**src/rtl/nand_page_prog.sv**
```systemverilog
module nand_page_prog #(
  parameter int SECT_BYTES = 512,
  parameter int TIMEOUT    = 100,
  parameter logic [7:0] CMD_PROG = 8'h10,
  parameter logic [7:0] CMD_STAT = 8'h70,
  parameter int FAIL_BIT   = 0
) (
  input  logic        clk,
  input  logic        rst_n,
  input  logic        start,
  input  logic [1:0]  mode,
  input  logic [1:0]  pg_size,
  input  logic        in_valid,
  input  logic [7:0]  in_data,
  output logic        in_ready,
  output logic        fl_we,
  output logic        fl_cmd,
  output logic [7:0]  fl_data,
  output logic        ecc_clr,
  output logic        ecc_rd,
  output logic [1:0]  ecc_sel,
  input  logic [31:0] ecc_word,
  input  logic        fl_rdy,
  output logic        st_rd,
  input  logic [7:0]  st_data,
  output logic        done,
  output logic [1:0]  result
);
  localparam int SC_W = $clog2(SECT_BYTES);
  localparam int TO_W = $clog2(TIMEOUT + 1);

  typedef enum logic [3:0] {
    S_IDLE, S_SCRUB, S_ARM, S_DATA, S_CAP, S_PUT, S_EMIT, S_PROG, S_WAIT, S_SCMD, S_SRD
  } state_t;

  localparam logic [1:0] M_ECC1 = 2'd0, M_INFIX = 2'd2;

  state_t            st;
  logic [1:0]        md, ps;
  logic [2:0]        sec;
  logic [SC_W-1:0]   bcnt;
  logic [1:0]        w;
  logic [3:0]        k;
  logic [6:0]        eidx, elast;
  logic [TO_W-1:0]   wcnt;
  logic [79:0]       pk;
  logic [7:0]        spare [128];
  logic              busy;

  wire [3:0] nb       = (md == M_ECC1) ? 4'd3 : 4'd10;
  wire [2:0] last_idx = (ps == 2'd0) ? 3'd0 : (ps == 2'd1) ? 3'd3 : 3'd7;
  wire       last_sec = (sec == last_idx);
  wire [6:0] spare_end = (ps == 2'd0) ? 7'd15 : (ps == 2'd1) ? 7'd63 : 7'd127;

  function automatic logic [6:0] put_pos(input logic [1:0] m, input logic [1:0] p,
                                         input logic [2:0] s, input logic [3:0] kk);
    int r;
    if (m == M_INFIX)            r = 16 * s + 6 + kk;
    else if (m == M_ECC1)        r = ((p == 2'd0) ? 0 : (p == 2'd1) ? 40 : 80) + 3 * s + kk;
    else if (p == 2'd0)          r = (kk < 5) ? kk : (kk < 7) ? kk + 1 : kk + 6;
    else                         r = ((p == 2'd1) ? 24 : 48) + 10 * s + kk;
    return r[6:0];
  endfunction

  assign busy     = (st != S_IDLE);
  assign in_ready = (st == S_DATA);
  assign ecc_clr  = (st == S_ARM);
  assign ecc_rd   = (st == S_SCRUB) || (st == S_CAP);
  assign ecc_sel  = (st == S_CAP) ? w : 2'd0;
  assign st_rd    = (st == S_SRD);
  assign fl_cmd   = (st == S_PROG) || (st == S_SCMD);
  assign fl_we    = (st == S_DATA && in_valid) || st == S_EMIT || fl_cmd;

  always_comb begin
    case (st)
      S_DATA:  fl_data = in_data;
      S_EMIT:  fl_data = spare[eidx];
      S_PROG:  fl_data = CMD_PROG;
      S_SCMD:  fl_data = CMD_STAT;
      default: fl_data = 8'h00;
    endcase
  end

  always_ff @(posedge clk) begin
    if (st == S_IDLE && start) begin
      for (int i = 0; i < 128; i++) spare[i] <= 8'hFF;
    end else if (st == S_PUT) begin
      spare[put_pos(md, ps, sec, k)] <= pk[k*8 +: 8];
    end
  end

  always_ff @(posedge clk or negedge rst_n) begin
    if (!rst_n) begin
      st <= S_IDLE; md <= '0; ps <= '0; sec <= '0; bcnt <= '0; w <= '0; k <= '0;
      eidx <= '0; elast <= '0; wcnt <= '0; pk <= '0; done <= 1'b0; result <= 2'd0;
    end else begin
      done <= 1'b0;
      case (st)
        S_IDLE: if (start) begin
          if (pg_size == 2'd3 || mode == 2'd3) begin
            done <= 1'b1; result <= 2'd3;
          end else begin
            md <= mode; ps <= pg_size; st <= S_SCRUB;
          end
        end
        S_SCRUB: begin sec <= '0; st <= S_ARM; end
        S_ARM:   begin bcnt <= '0; st <= S_DATA; end
        S_DATA: if (in_valid) begin
          bcnt <= bcnt + 1'b1;
          if (bcnt == SC_W'(SECT_BYTES - 1)) begin w <= '0; st <= S_CAP; end
        end
        S_CAP: begin
          if (md == M_ECC1) begin
            pk[23:0] <= ~{ecc_word[27:16], ecc_word[11:0]};
            k <= '0; st <= S_PUT;
          end else begin
            pk[w*20 +: 20] <= {ecc_word[25:16], ecc_word[9:0]};
            w <= w + 1'b1;
            if (w == 2'd3) begin k <= '0; st <= S_PUT; end
          end
        end
        S_PUT: begin
          k <= k + 1'b1;
          if (k == nb - 1'b1) begin
            if (md == M_INFIX) begin
              eidx <= {sec, 4'h0}; elast <= {sec, 4'hF}; st <= S_EMIT;
            end else if (last_sec) begin
              eidx <= '0; elast <= spare_end; st <= S_EMIT;
            end else begin
              sec <= sec + 1'b1; st <= S_ARM;
            end
          end
        end
        S_EMIT: begin
          eidx <= eidx + 1'b1;
          if (eidx == elast) begin
            if (md == M_INFIX && !last_sec) begin sec <= sec + 1'b1; st <= S_ARM; end
            else st <= S_PROG;
          end
        end
        S_PROG: begin wcnt <= '0; st <= S_WAIT; end
        S_WAIT: begin
          if (fl_rdy) st <= S_SCMD;
          else if (wcnt == TO_W'(TIMEOUT - 1)) begin
            done <= 1'b1; result <= 2'd1; st <= S_IDLE;
          end else wcnt <= wcnt + 1'b1;
        end
        S_SCMD: st <= S_SRD;
        S_SRD: begin
          done <= 1'b1;
          result <= st_data[FAIL_BIT] ? 2'd2 : 2'd0;
          st <= S_IDLE;
        end
        default: st <= S_IDLE;
      endcase
    end
  end
endmodule

```
**config.mk**
```make
export PLATFORM = sky130hd
export DESIGN_NAME = nand_page_prog
export DESIGN_NICKNAME = d
export VERILOG_FILES = /design/src/rtl/nand_page_prog.sv
export SDC_FILE = /design/constraint.sdc
export NUM_CORES = 2
export LEC_CHECK = 0
export ABC_CLOCK_PERIOD_IN_PS = 5500
export BUFFER_PORTS_ARGS = -buffer_cell sky130_fd_sc_hd__buf_2
export CAP_MARGIN = 20
export CORE_ASPECT_RATIO = 1.75
export CORE_UTILIZATION = 40
export DETAILED_ROUTE_END_ITERATION = 8
export PLACE_DENSITY = 0.52
export SYNTH_ARGS = -nofsm -noshare
export SYNTH_HDL_FRONTEND = slang
export SYNTH_SLANG_ARGS = --single-unit
```
**constraint.sdc**
```tcl
create_clock -name clk -period 5.5 [get_ports clk]
set_input_delay 0.55 -clock clk [delete_from_list [all_inputs] [get_ports clk]]
set_output_delay 0.55 -clock clk [all_outputs]
set_load 0.005 [all_outputs]
```
==> results.md <==
- Status: complete, no violations
- H-tree Lvls: 3
- Syn_area_per_cell: 13.1 um^2
- DIE HEIGHT: 493 um
- RSZ-0062 raised after global routing: no
- Worst-margin pin slew: 1210 ps
- Crit. End Element: output port
- DR WL/cell: 35.5 um
- Die Wd: 283 um
- Core Area: 0.136 mm^2
- Cell count after synthesis: 4212
- Number of flops mapped to enable cells by yosys: around 1000
- Count of standard-cell rows: around 180
- Setup TNS: 0 ps
- Final Core Density: 46.3%
- Hold_ws: 82.6 ps
- First-pass GRT wire length: 304000 um
- Clk sinks: 1151
- FF-to-FF path depth: 13
- Critical Path AT: 4670 ps
- Layout cells sized above 1: between 20% and 30%
- IO Port Bufs: 60
- Postcts setup bufs: 0
- HPWL Detailed: 142000 um
- Boundary Pins: 76
- WHS Endpoint: md[1]
- Min-delay src: mode[1]
- Area of the mapped netlist: approximately 0.055 mm^2
- GRT Total Usage: 31.6%
- Syn Nets: approximately 4300
- Yosys reg bits: 1151
- Synth Flop Type: edfxtp_1
- Final Hold Fails: 0
- CTS tree: done
- Bufs on Longest Clock Path: 3
- Starting Density: 40.4%
- Worst hold stages: 2
- Synth warn: 0
- Fill count: 12100
- Die ar.: around 0.14 mm^2
- Global route overflow: 0
- Worst-skew pair later-pin latency: roughly 740 ps
- Post-synth top area cell: edfxtp_1
- Hold-fix buffers, CTS: 1
- Fin crit period: 5220 ps
- CP startpoint kind: flip-flop
- Antenna violations before repair: 8
- Most frequent cell after synthesis: edfxtp_1
- Worst Path Class, Setup: flip-flop to output port
- Final WL: about 220000 um
- Final Total Pwr: 0.0242 W
- Synth top area cells: edfxtp_1 56%, mux4_2 9.9%, nand3_1 7.4%, dfrtp_1 5.8%, nand2_1 2.7%
- Fin nets: 4363
- CTS clk-pin slew, worst paths: around 70 ps
- Total vias in the final route: 39400
- Top cell type's share of synthesized area: 55.8%
- Synth async-reset ratio: roughly 11%
- # resized after CTS: 0
- Pin count of the biggest net entering global routing: 131
- Vias in the first global route: 39100
- Post-synth top cells: 1024 x edfxtp_1, 817 x nand3_1, 401 x nand2_1
- Cells along the critical path: and2_2 -> buf_4 -> a22oi_1 -> a21oi_1 -> o21ai_0 -> a32oi_1 -> buf_2
- Final setup fails: 0
- CTS root buffer: clkbuf_16
- Relative slew margins: 18.5%
- First drt pass iteration count: 6
- CTS buffer count: ~110
- Leakage: 17.1 nW
- Max Slew Vio Count: 0
- DR iter-0 viols: 4451
- Area grow syn2layout: 14.5%
- GPL Wtd Cong: 0.961
- Power Dens Cells: about 380 mW/mm^2
- Slowest CP cell: dfrtp_2
- CP max stage delay: ~900 ps
- F_max: 191 MHz
- Worst r2r dst: spare[46][1]
- R2R Path Start: sec[0]
- Post-route ant nets: 0
- Crit Path Max Fanout: 27
- Register area share after synthesis: 61.5%
- R2r setup slk: 660 ps
- Max Cap Violations: 0
- Hold crit path type: input port to flip-flop
- Tcrit/Tclk final: 95.0%
- Drt via density: 6.38
- Peak VDD IR: 0.000424 V
- DR DRC count: 0
- Post-Route Skew: 31.7 ps
- Count of cell types in the netlist: 83
- CP required: 4950 ps
layout make-up:
type,instances,area (um^2),share of cell area [%]
Antenna cell,2,5.00,0.00793
Clock buffer,130,2850,4.51
Clock inverter,65,791,1.25
Inverter,31,116,0.184
Multi-Input combinational cell,2549,19700,31.1
Sequential cell,1151,33900,53.8
Tap cell,1810,2260,3.59
Timing Repair Buffer,428,3510,5.56
cells in the final DEF (no fill, tap or decap), types with 14 or more instances in the layout:
master,count
mux4_2,243
nor4_4,14
nor3_4,16
clkbuf_1,16
buf_2,62
buf_4,327
nor3_1,20
nor2b_1,22
nand3_1,816
a22o_1,30
mux2i_1,92
dfrtp_1,121
bufinv_16,15
clkinv_1,22
nand2b_1,17
o21ai_0,101
o22ai_1,22
mux2_2,41
nand2_1,401
ha_1,31
clkinv_2,15
nor3_2,35
edfxtp_1,1024
o31ai_1,112
a21oi_1,89
a221oi_1,16
clkbuf_16,109
buf_12,35
a211oi_1,21
nor2_1,97
inv_1,29
nand4_1,14
a22oi_1,62
worst max-delay path, delay by kind of cell, from the launching register on:
kind / cells / cell delay, ps
AO/OA/AOI/OAI: 4 / 1390
buffers and inverters: 2 / 730
flip-flops: 1 / 890
AND/OR/NAND/NOR: 1 / 870
logic make-up (layout without fill, tap and decap cells):
family                   after synthesis  in the layout  synth area share, %
other                                  0              2                    0
AO/OA/AOI/OAI                        575            575                 7.29
AND/OR/NAND/NOR                     1541           1541                 13.8
multiplexers                         376            376                 12.4
buffers and inverters                512            654                 3.70
flip-flops                          1151           1151                 61.5
adder cells (fa/ha/maj)               38             38                0.958
XOR/XNOR                              19             19                0.302
state kept, by name (all words and copies together) (netlist names), 4 cells and up:
signal / count
eidx: 7
bcnt: 9
spare: 1024
k: 4
pk: 80
wcnt: 7
st: 4
elast: 4
through the flow:
step           cells  area, um^2  setup WS [ps]
3_3_place_gp    5962       59400            456
3_5_place_dp    5966       59500            731
4_1_cts         6162       63100            387
6_report        6166       63100            276
2_1_floorplan   4212       55100            794
5_1_grt         6165       63100            293
per-layer routing:
metal	routed length, um	vias to the layer above	track usage, %
met4	21700	10	25.9
met3	15400	613	5.22
met5	71	-	0
met1	71500	20300	34.7
li1	-	16400	-
met2	110000	2033	53.6
worst max-delay path by stage:
stage | from | to | cells after the start
after floorplan | k[3] | spare[34][0] | 13
after global placement | sec[0] | spare[100][1] | 14
after detailed placement | sec[0] | spare[36][1] | 11
after CTS | eidx[1] | fl_data[7] | 8
after global routing | eidx[1] | fl_data[6] | 9
final | eidx[3] | fl_data[4] | 7
report_power, final:
group | internal, W | switching, W
sequential | 0.0104 | 0.000201
clock | 0.00441 | 0.00351
combinational | 0.00139 | 0.00433
total | 0.0162 | 0.00804
Note: power is estimated with default switching activity, not from simulation.
